--- src/rtl/tmr_pkg.sv ---
package tmr_pkg;

    typedef enum logic [0:0] {
        ST_CLEAN = 1'b0,
        ST_SCRUB = 1'b1
    } scrub_state_e;

    localparam int unsigned NUM_COPIES = 3;
    localparam int unsigned SEL_W      = 2;

endpackage

--- src/rtl/tmr_voter.sv ---
module tmr_voter #(
    parameter int unsigned W = 8
) (
    input  logic [W-1:0] in_a,
    input  logic [W-1:0] in_b,
    input  logic [W-1:0] in_c,
    output logic [W-1:0] vote,
    output logic [W-1:0] diff
);

    // bitwise two-of-three majority and per-bit minority indicator
    always_comb begin
        vote = (in_a & in_b) | (in_a & in_c) | (in_b & in_c);
        diff = (in_a ^ in_b) | (in_b ^ in_c);
    end

endmodule

--- src/rtl/tmr_copy.sv ---
module tmr_copy #(
    parameter int unsigned     W         = 8,
    parameter logic [W-1:0]    RESET_VAL = '0
) (
    input  logic         clk,
    input  logic         rst_n,
    input  logic         wr_en,
    input  logic [W-1:0] wr_data,
    input  logic         inj_hit,
    input  logic [W-1:0] inj_mask,
    input  logic [W-1:0] peer_a,
    input  logic [W-1:0] peer_b,
    output logic [W-1:0] q,
    output logic [W-1:0] vote,
    output logic         mism
);

    logic [W-1:0] diff_bits;
    logic [W-1:0] base_next;
    logic [W-1:0] flip;
    logic         load;

    // private voter for this copy: a glitch here reaches only this copy
    tmr_voter #(.W(W)) u_voter (
        .in_a (q),
        .in_b (peer_a),
        .in_c (peer_b),
        .vote (vote),
        .diff (diff_bits)
    );

    always_comb begin
        mism      = |diff_bits;
        load      = wr_en | mism;
        // write wins over repair; repair source is the voter, never raw q
        base_next = wr_en ? wr_data : vote;
        flip      = inj_hit ? inj_mask : '0;
    end

    always_ff @(posedge clk) begin
        if (!rst_n) begin
            q <= RESET_VAL;
        end else begin
            q <= (load ? base_next : q) ^ flip;
        end
    end

endmodule

--- src/rtl/upset_counter.sv ---
module upset_counter #(
    parameter int unsigned CNT_W = 16
) (
    input  logic             clk,
    input  logic             rst_n,
    input  logic             clr,
    input  logic             inc,
    output logic [CNT_W-1:0] cnt
);

    localparam logic [CNT_W-1:0] CNT_MAX = '1;

    always_ff @(posedge clk) begin
        if (!rst_n) begin
            cnt <= '0;
        end else if (clr) begin
            cnt <= '0;
        end else if (inc && (cnt != CNT_MAX)) begin
            cnt <= cnt + 1'b1;
        end
    end

endmodule

--- src/rtl/scrub_ctrl.sv ---
module scrub_ctrl
    import tmr_pkg::*;
(
    input  logic clk,
    input  logic rst_n,
    input  logic mismatch,
    output logic warn,
    output logic count_en
);

    scrub_state_e state_q;
    scrub_state_e state_d;

    // next-state decision
    always_comb begin
        state_d = state_q;
        unique case (state_q)
            ST_CLEAN: state_d = mismatch ? ST_SCRUB : ST_CLEAN; // detect
            ST_SCRUB: state_d = mismatch ? ST_SCRUB : ST_CLEAN; // persist / settle
            default:  state_d = ST_CLEAN;
        endcase
    end

    // state register
    always_ff @(posedge clk) begin
        if (!rst_n) begin
            state_q <= ST_CLEAN;
        end else begin
            state_q <= state_d;
        end
    end

    // outputs
    always_comb begin
        warn     = 1'b0;
        count_en = mismatch;
        unique case (state_q)
            ST_CLEAN: warn = 1'b0;
            ST_SCRUB: warn = 1'b1;
            default:  warn = 1'b0;
        endcase
    end

endmodule

--- src/rtl/tmr_reg_bank.sv ---
module tmr_reg_bank
    import tmr_pkg::*;
#(
    parameter int unsigned  W         = 8,
    parameter int unsigned  CNT_W     = 16,
    parameter logic [W-1:0] RESET_VAL = 8'hA5
) (
    input  logic             clk,
    input  logic             rst_n,
    input  logic             wr_en,
    input  logic [W-1:0]     wr_data,
    input  logic             cnt_clr,
    input  logic             inj_en,
    input  logic [SEL_W-1:0] inj_sel,
    input  logic [W-1:0]     inj_mask,
    output logic [W-1:0]     rd_data,
    output logic             upset_flag,
    output logic [CNT_W-1:0] upset_cnt
);

    logic [W-1:0]          copy_q [NUM_COPIES];
    logic [W-1:0]          copy_v [NUM_COPIES];
    logic [NUM_COPIES-1:0] copy_m;
    logic                  any_mism;
    logic                  cnt_inc;

    for (genvar k = 0; k < NUM_COPIES; k++) begin : g_copy
        localparam int unsigned PA = (k + 1) % NUM_COPIES;
        localparam int unsigned PB = (k + 2) % NUM_COPIES;
        logic hit;
        assign hit = inj_en && (inj_sel == SEL_W'(k));

        tmr_copy #(.W(W), .RESET_VAL(RESET_VAL)) u_copy (
            .clk      (clk),
            .rst_n    (rst_n),
            .wr_en    (wr_en),
            .wr_data  (wr_data),
            .inj_hit  (hit),
            .inj_mask (inj_mask),
            .peer_a   (copy_q[PA]),
            .peer_b   (copy_q[PB]),
            .q        (copy_q[k]),
            .vote     (copy_v[k]),
            .mism     (copy_m[k])
        );
    end

    assign any_mism = |copy_m;
    assign rd_data  = copy_v[0];

    scrub_ctrl u_ctrl (
        .clk      (clk),
        .rst_n    (rst_n),
        .mismatch (any_mism),
        .warn     (upset_flag),
        .count_en (cnt_inc)
    );

    upset_counter #(.CNT_W(CNT_W)) u_cnt (
        .clk   (clk),
        .rst_n (rst_n),
        .clr   (cnt_clr),
        .inc   (cnt_inc),
        .cnt   (upset_cnt)
    );

endmodule

--- config.mk ---
export PLATFORM = sky130hd
export DESIGN_NAME = tmr_reg_bank
export DESIGN_NICKNAME = d
export VERILOG_FILES = /design/src/rtl/tmr_pkg.sv /design/src/rtl/tmr_voter.sv /design/src/rtl/tmr_copy.sv /design/src/rtl/upset_counter.sv /design/src/rtl/scrub_ctrl.sv /design/src/rtl/tmr_reg_bank.sv
export SDC_FILE = /design/constraint.sdc
export NUM_CORES = 1
export LEC_CHECK = 0
export BUFFER_PORTS_ARGS = -buffer_cell sky130_fd_sc_hd__buf_2
export CAP_MARGIN = 20
export CORE_ASPECT_RATIO = 0.8
export CORE_UTILIZATION = 51
export CTS_CLUSTER_SIZE = 40
export DETAILED_ROUTE_END_ITERATION = 10
export PLACE_DENSITY = 0.88
export SETUP_SLACK_MARGIN = 0.3
export SLEW_MARGIN = 30
export SYNTH_ARGS = -nofsm -noshare
export SYNTH_HDL_FRONTEND = slang
export SYNTH_SLANG_ARGS = --single-unit
export TNS_END_PERCENT = 20
--- constraint.sdc ---
create_clock -name clk -period 2 [get_ports clk]
set_input_delay 0.4 -clock clk [delete_from_list [all_inputs] [get_ports clk]]
set_output_delay 0.4 -clock clk [all_outputs]
set_load 0.05 [all_outputs]
Yosys cells after proc, flatten, opt, wreduce, memory -nomap -nowiden

Cells that the tools add are included.

Add/subtract/negate cells: 1
Equal/unequal tests: 3
Mux-type cells: 11
Bitwise gates (word level): 23
Reduce and logical (&&, ||, !) cells: 10

Operators with widths:

| kind                    | number |
|---|---|
| $mux W8                 | 9 |
| $or A8 B8 Y8            | 9 |
| $xor A8 B8 Y8           | 6 |
| $and A8 B8 Y8           | 3 |
| $reduce_or A24 Y1       | 1 |
| $reduce_or A8 Y1        | 3 |
| $add A16 B1 Y16 const B | 1 |
| $ne A16 B16 Y1 const B  | 1 |
| $logic_and A1 B1 Y1     | 4 |
| $or A1 B1 Y1            | 3 |
| $eq A2 B1 Y1 const B    | 1 |
| $eq A2 B2 Y1 const B    | 1 |
| $logic_not A2 Y1        | 1 |
| $not A1 Y1              | 2 |
| $pmux W1 S2             | 1 |
| $reduce_or A2 Y1        | 1 |
| $mux W1                 | 1 |

Register bits: 41
Output and inout bits: 25
Logic and storage cells: 53

Depth between registers and ports, before layout

Gate-level depths: netlist of the first run.

Depth in word-level cells: 6
Depth in mapped cells: 8

By module

Synthesis of the first run repeated with hierarchy kept, for this count alone.

Cell total of the unflattened synthesis: 422
Area total of the unflattened synthesis: 3831.2 um^2

Modules (own cells, without submodules):

| module        | instances | cells an instance | area an instance (um^2) |
|---|---|---|---|
| tmr_copy      | 3         | 76                | 646.9 |
| tmr_voter     | 3         | 32                | 320.3 |
| upset_counter | 1         | 91                | 864.6 |
| scrub_ctrl    | 1         | 3                 | 33.8 |
| tmr_reg_bank  | 1         | 4                 | 31.3 |

Worst setup path after synthesis of the first run

Ideal clock, no wire load.

Kind: reg-to-reg
From: register u_cnt.cnt[0]
To: register u_cnt.cnt[1]
Setup time: 128 ps
Arrival time: 2243 ps
Required time: 1872 ps
Slack: -371 ps
Stages on the path, launching flop included: 9
Buffers on the path: 2
Clock period less this slack: 2371 ps
Cells stage by stage: dfxtp_1 ha_1 nand3_1 or4_4 o22ai_4 buf_6 buf_12 mux2i_1 nor2_1

Cells in the longest elaborated chain, start to end: 2

Ends and longest elaborated chain:

| element                                                                 | RTL line            | source |
|---|---|---|
| start, declared                                                         | upset_counter.sv:8  | `output logic [CNT_W-1:0] cnt` |
| start signal, assigned                                                  | upset_counter.sv:19 | `cnt <= cnt + 1'b1;` |
| parallel branches: the longest is 2 deep, another holds $add A16 B1 Y16 | -                   |  |

Several ways; the timed one is not identified.
A chain may end at the register's enable or synchronous reset.

Worst setup path in the final report of the first run

From: register g_copy[0].u_copy.q[1]
To: register u_cnt.cnt[8]

Cells in the longest elaborated chain, start to end: 4

Ends and longest elaborated chain:

| element                | RTL line            | source |
|---|---|---|
| start, declared        | tmr_copy.sv:13      | `output logic [W-1:0] q,` |
| start signal, assigned | tmr_copy.sv:44      | `q <= (load ? base_next : q) ^ flip;` |
| $xor A8 B8 Y8          | tmr_voter.sv:14     | `diff = (in_a ^ in_b) \| (in_b ^ in_c);` |
| $or A8 B8 Y8           | tmr_voter.sv:14     |  |
| $reduce_or A24 Y1 *    | tmr_reg_bank.sv:48  | `assign any_mism = \|copy_m;` |
| $logic_and A1 B1 Y1 *  | upset_counter.sv:18 | `end else if (inc && (cnt != CNT_MAX)) begin` |

Mark *: on every way between the ends. The rest lies on a longest branch, timed or not.

==> impl_metrics.env, run 1 <==
export IMPL_outcome="finished with violations"
export IMPL_failed_checks="setup timing"
export IMPL_numPlacedInstances=446
export IMPL_area_delta_synth_final_pct=50.8
export IMPL_clock_fmax_mhz=431
export IMPL_multiInputGateArea_um2=2480
export IMPL_rsz0062_at_grt="yes"
export IMPL_vdd_drop_max_v=0.000393
export IMPL_ys_flop_type="dfxtp_1"
export IMPL_n_fill_cell=268
export IMPL_relSlewSlack_pct=55.4
export IMPL_path_class="reg -> reg"
export IMPL_die_h_um=68.0
export IMPL_p_clk_share_pct=29.4
export IMPL_initial_utilization_pct=54.3
export IMPL_cts_buffers=5
export IMPL_path_depth=9
export IMPL_grt_pass1_vias=2752
export IMPL_min_period_ps=2320
export IMPL_p_sw_uw=785
export IMPL_critical_path_required_ps=2210
export IMPL_hold_path_class="in -> reg"
export IMPL_final_nets=446
export IMPL_antenna_found_initial=0
export IMPL_slowest_stage="dfxtp_4"
export IMPL_ioPinCount=48
export IMPL_first_pass_iters=6
export IMPL_hold_start="inj_mask[6]"
export IMPL_h_tree_depth=2
export IMPL_insertion_delay_ps=300
export IMPL_seqPwrFrac_pct=38.5
export IMPL_fin_cells=461
export IMPL_setup_viol=40
export IMPL_powerDensity_nw_per_um2=559
export IMPL_cp_arrival_ps=2530
export IMPL_rr_startpoint="g_copy[0].u_copy.q[1]$_SDFF_PN0_"
export IMPL_drtIter0Drc=363
export IMPL_syn_inst=333
export IMPL_drt_total_wl_mm=11.0
export IMPL_worstSetupStartpoint="g_copy[0].u_copy.q[1]$_SDFF_PN0_"
export IMPL_crit_path_end_kind="register"
export IMPL_hold_ws_ps=416
export IMPL_viasPerCell=6.97
export IMPL_grt_pass1_wl_mm=14.0
export IMPL_fin_crit_sh_pct=116
export IMPL_setup_worst_path_start_class="register"
export IMPL_grt_total_usage_pct=31.4
export IMPL_skew_ps=15.2
export IMPL_drv_cap=0
export IMPL_cp_num_buf_inv=3
export IMPL_die_w_um=84.5
export IMPL_insertedDiodeCount=0
export IMPL_cts_path_max_buffers=2
export IMPL_coreArea_um2=5120
export IMPL_synth_top_cell_by_area="dfxtp_1"
export IMPL_synth_top_area_share_pct=29.5
export IMPL_p_sw_share_pct=33.5
export IMPL_cp_cell_sequence="buf_4 > ha_4 > nor4_4 > nand4_1 > buf_6 > o22ai_4 > buf_6 > o31ai_1 > a21oi_1"
export IMPL_design_area_um2=4190
export IMPL_cp_top_family="simple AND/OR/NAND/NOR gates"
export IMPL_drive_gt1_share_pct=50.4
export IMPL_portBuffers=47
export IMPL_worst_pin_slew_ps=668
export IMPL_synth_seq_cells=41
export IMPL_drcViolationCount=0
export IMPL_post_place_ws_ps=-162
export IMPL_postCtsHoldBufs=0
export IMPL_die_area_um2=5750
export IMPL_finalSetupTns_ps=-8510
export IMPL_vias=3213
export IMPL_clkSinkCount=41
export IMPL_synth_nets=381
export IMPL_postRouteAntennaNets=0
export IMPL_async_flop_share_pct=0
export IMPL_synth_edff_count=0
export IMPL_leakagePower_nw=1.59
export IMPL_synth_seq_area_share_pct=29.5
export IMPL_finalHoldViolCount=0
export IMPL_rr_worst_depth=9
export IMPL_yosysWarningCount=0
export IMPL_worstPathMaxFanout=16
export IMPL_cts_tree="yes"
export IMPL_ys_types=40
export IMPL_synth_area_um2=2780
export IMPL_syn_avg_cell_area_um2=8.35
export IMPL_finalWorstSetupSlack_ps=-318
export IMPL_clk_pin_slew_ps=90
export IMPL_slew_violations=0
export IMPL_wl_per_cell_um=23.8
export IMPL_gp_congestion=0.856
export IMPL_comb_power_share_pct=32.1
export IMPL_placed_cell_area_um2=3380
export IMPL_fp_row_count=23
export IMPL_grt_max_degree=47
export IMPL_p_int_mw=1.56
export IMPL_grt_remaining_overflow=0
export IMPL_crit_path_frequent_cell="buf_6"
export IMPL_root_buffer="clkbuf_8"
export IMPL_synth_area_top_cells="dfxtp_1 30%, ha_1 11%, mux2i_1 7.9%"
export IMPL_holdPathStages=3
export IMPL_hpwlAfterDp_mm=5.38
export IMPL_slowest_delay_ps=370
export IMPL_seq_area_um2=925
==> cell usage after synthesis, types with 3 or more instances <==
library cell / count
nand3_1: 37
nand2_1: 46
nor4_1: 6
dfxtp_1: 41
nor2_1: 6
and3b_1: 6
inv_1: 3
a21oi_1: 20
a21o_1: 4
nand4_1: 4
ha_1: 25
a21boi_0: 4
mux2_2: 4
or3_1: 15
o21ai_1: 18
or4_1: 9
o31ai_1: 14
a31oi_1: 4
mux2_1: 8
mux2i_1: 22
clkbuf_1: 16
==> worst paths after layout <==
kind	to	slack [ps]
setup / recovery	u_cnt.cnt[8]$_SDFFE_PP0P_	-320
hold / removal	g_copy[0].u_copy.q[6]$_SDFF_PN0_	420
setup reg to reg	u_cnt.cnt[8]$_SDFFE_PP0P_	-320
hold reg to reg	u_cnt.cnt[3]$_SDFFE_PP0P_	520
==> timing repair <==
action                     in CTS  in global routing
resized for setup              70                 68
gates cloned                    1                  0
setup endpoints to repair      49                 49
buffers inserted                0                  6
pin swaps                      18                 27
hold endpoints to repair        0                  0
==> tightest hold or removal path, stage by stage <==
cell,delay [ps]
buf_2,140
nand3_1,70
mux2i_1,60
==> registers in the layout, summed over array words and instances (netlist names) <==
signal and flops:
g_copy.u_copy.q 24, u_ctrl.state_q 1, u_cnt.cnt 16
==> power by group through the flow <==
| stage | Combinational [mW] | Sequential (mW) | Clock [mW] |
|---|---|---|---|
| final | 0.752 | 0.902 | 0.689 |
| after floorplan | 0.306 | 0.904 | 0 |
| after global placement | 0.449 | 0.900 | 0 |
| after global routing | 0.780 | 0.907 | 0.712 |
| after detailed placement | 0.469 | 0.902 | 0 |
| after CTS | 0.555 | 0.893 | 0.673 |
==> final cells by class <==
class / count / area share [%]
clock buffer: 6 / 1.73
inverter: 3 / 0.269
sequential: 41 / 22.1
multi-input combinational: 269 / 59.2
tap: 62 / 1.85
clock inverter: 2 / 0.806
timing repair buffer: 78 / 14.1
==> metrics by stage <==
stage	util, %	total power, mW
CTS	74.4	2.12
global placement	66.0	1.35
detailed placement	66.0	1.37
global route	81.8	2.40
floorplan	-	1.21
finish	81.8	2.34
==> routing by layer <==
| layer | routed length (um) | share of wire (%) | track usage, % | vias up |
|---|---|---|---|---|
| li1 | - | - | - | 1380 |
| met4 | 649 | 5.9 | 15.3 | 0 |
| met1 | 4160 | 38 | 38.2 | 1508 |
| met5 | 0 | 0 | 0 | - |
| met2 | 5170 | 47 | 52.5 | 243 |
| met3 | 986 | 9.0 | 8.32 | 82 |
==> layout by cell type (no fill, tap or decap), types with 8 or more instances in the layout <==
cell,instances
or3_4,9
dfxtp_2,14
buf_4,21
nand3_1,34
mux2i_1,17
buf_2,39
o21ai_1,8
o31ai_1,8
a21oi_1,17
buf_6,10
nand2_1,46
dfxtp_4,23
ha_4,19
==> cell families (layout without fill, tap and decap cells) <==
group	after synthesis	in the layout	synth area share, %
AO/OA/AOI/OAI	68	68	15.2
multiplexers	34	34	12.8
XOR/XNOR	1	1	0.315
flip-flops	41	41	29.5
adder cells (fa/ha/maj)	25	25	11.3
buffers and inverters	23	89	4.05
AND/OR/NAND/NOR	141	141	26.8
No activity file was read; power rests on OpenSTA's default activity.
==> inputs of run 2 (changes only) <==
--- a/config.mk
+++ b/config.mk
@@ -12,8 +12,9 @@
 export CTS_CLUSTER_SIZE = 40
 export DETAILED_ROUTE_END_ITERATION = 10
 export PLACE_DENSITY = 0.88
-export SETUP_SLACK_MARGIN = 0.3
-export SLEW_MARGIN = 30
+export REMOVE_ABC_BUFFERS = 1
+export SETUP_SLACK_MARGIN = 0.1
+export SLEW_MARGIN = 20
 export SYNTH_ARGS = -nofsm -noshare
 export SYNTH_HDL_FRONTEND = slang
 export SYNTH_SLANG_ARGS = --single-unit
==> impl_metrics.env, run 2 (synthesis results as in run 1) <==
export IMPL_outcome="finished with violations"
export IMPL_failed_checks="DRC, setup timing"
export IMPL_clkSinkCount=41
export IMPL_p_sw_share_pct=33.3
export IMPL_clk_pin_slew_ps=80
export IMPL_drive_gt1_share_pct=40.3
export IMPL_area_delta_synth_final_pct=37.6
export IMPL_h_tree_depth=2
export IMPL_gp_congestion=0.861
export IMPL_die_h_um=68.0
export IMPL_seq_area_um2=863
export IMPL_drv_cap=0
export IMPL_cts_path_max_buffers=2
export IMPL_setup_worst_path_start_class="register"
export IMPL_finalWorstSetupSlack_ps=-319
export IMPL_grt_pass1_vias=2758
export IMPL_numPlacedInstances=455
export IMPL_worst_pin_slew_ps=622
export IMPL_first_pass_iters=8
export IMPL_grt_total_usage_pct=30.6
export IMPL_min_period_ps=2320
export IMPL_hpwlAfterDp_mm=5.30
export IMPL_portBuffers=47
export IMPL_grt_remaining_overflow=0
export IMPL_wl_per_cell_um=20.3
export IMPL_grt_max_degree=38
export IMPL_root_buffer="clkbuf_8"
export IMPL_vias=3101
export IMPL_worstPathMaxFanout=6
export IMPL_die_w_um=84.5
export IMPL_critical_path_required_ps=2230
export IMPL_fin_cells=466
export IMPL_drt_total_wl_mm=9.48
export IMPL_insertion_delay_ps=300
export IMPL_cts_tree="yes"
export IMPL_reg_largest_list="g_copy.u_copy.q (24), u_cnt.cnt (16), u_ctrl.state_q (1)"
export IMPL_postRouteAntennaNets=0
export IMPL_fin_crit_sh_pct=116
export IMPL_clock_fmax_mhz=431
export IMPL_path_class="reg -> reg"
export IMPL_layout_commonest_cell="nand2_1"
export IMPL_max_flop_register="g_copy.u_copy.q"
export IMPL_skew_ps=7.19
export IMPL_insertedDiodeCount=0
export IMPL_cts_buffers=5
export IMPL_leakagePower_nw=1.53
export IMPL_seqPwrFrac_pct=43.4
export IMPL_antenna_found_initial=0
export IMPL_hold_path_class="in -> reg"
export IMPL_slew_violations=0
export IMPL_ioPinCount=48
export IMPL_final_cell_mix="46 x nand2_1, 45 x buf_2, 37 x nand3_1"
export IMPL_finalSetupTns_ps=-7470
export IMPL_hold_ws_ps=380
export IMPL_p_sw_uw=697
export IMPL_n_fill_cell=301
export IMPL_comb_power_share_pct=30.5
export IMPL_rsz0062_at_grt="yes"
export IMPL_fp_row_count=23
export IMPL_finalHoldViolCount=0
export IMPL_setup_viol=40
export IMPL_drcViolationCount=2
export IMPL_multiInputGateArea_um2=2230
export IMPL_p_clk_share_pct=26.0
export IMPL_initial_utilization_pct=54.3
export IMPL_crit_path_end_kind="register"
export IMPL_cp_arrival_ps=2550
export IMPL_powerDensity_nw_per_um2=549
export IMPL_drtIter0Drc=386
export IMPL_grt_pass1_wl_mm=13.4
export IMPL_die_area_um2=5750
export IMPL_coreArea_um2=5120
export IMPL_relSlewSlack_pct=58.5
export IMPL_final_nets=451
export IMPL_viasPerCell=6.65
export IMPL_p_int_mw=1.40
export IMPL_vdd_drop_max_v=0.000352
export IMPL_largest_reg_flops=24
-- run 2: changes by cell type in the layout (fill, tap and decap cells not counted), moves of 4 or more --
cell / previous run / this run
nor4_4: 6 / 2
buf_8: 7 / 0
or3_4: 9 / 2
o21ai_4: 6 / 0
ha_1: 4 / 8
dfxtp_4: 23 / 7
dfxtp_1: 4 / 21
buf_2: 39 / 45
buf_4: 21 / 29
or3_1: 6 / 13
-- run 2: metal layers --
metal,GRT usage [%],routed length (um)
met5,0,0
met4,14.4,456
met3,4.83,846
met2,51.6,4450
met1,39.1,3730
-- run 2: timing repair --
| item | CTS | global route |
|---|---|---|
| hold buffers | 0 | 0 |
| setup endpoints to repair | 40 | 44 |
| hold endpoints to repair | 0 | 0 |
| gates resized for setup | 65 | 26 |
| pin swaps | 23 | 7 |
| gates cloned | 1 | 0 |
| buffers inserted | 1 | 1 |
-- run 2: worst paths after layout --
path / startpoint / to / slack [ps] / depth (start not counted)
max reg2reg: g_copy[2].u_copy.q[2]$_SDFF_PN1_ / g_copy[0].u_copy.q[3]$_SDFF_PN0_ / -320 / 9
max: g_copy[2].u_copy.q[2]$_SDFF_PN1_ / g_copy[0].u_copy.q[3]$_SDFF_PN0_ / -320 / 9
min reg2reg: u_cnt.cnt[13]$_SDFFE_PP0P_ / u_cnt.cnt[13]$_SDFFE_PP0P_ / 500 / 2
min: inj_mask[3] / g_copy[1].u_copy.q[3]$_SDFF_PN0_ / 380 / 3
-- run 2: power groups by stage --
stage	combinational, mW	sequential, mW	clock (mW)
2_1_floorplan	0.235	0.905	0
3_3_place_gp	0.433	0.899	0
3_5_place_dp	0.451	0.902	0
4_1_cts	0.551	0.906	0.545
5_1_grt	0.674	0.916	0.584
6_report	0.640	0.911	0.546
-- run 2: through the flow --
stage	power (mW)	area [um^2]	util, %	setup slack [ps]
floorplan	1.14	2680	-	-426
global placement	1.33	3270	63.8	-145
detailed placement	1.35	3270	63.8	-188
CTS	2.00	3720	72.6	-117
global route	2.17	3820	74.6	-340
finish	2.10	3820	74.6	-319
-- run 2: worst max-delay path, cell delays in order (launching register included) --
cell     delay (ps)
dfxtp_4         380
ha_4            250
nor4_2          340
buf_4           190
nand4_1         180
buf_6           210
nor2_4           90
buf_6           150
mux2i_1         260
mux2i_1         210
-- run 2: cell type report --
cell class              count  share of cell area, %
flip-flops and latches     41                   22.6
repair buffers             83                   14.7
clock buffers               6                   1.90
well taps                  62                   2.03
inverters                   3                  0.295
multi-input cells         269                   58.2
clock inverters             2                  0.262
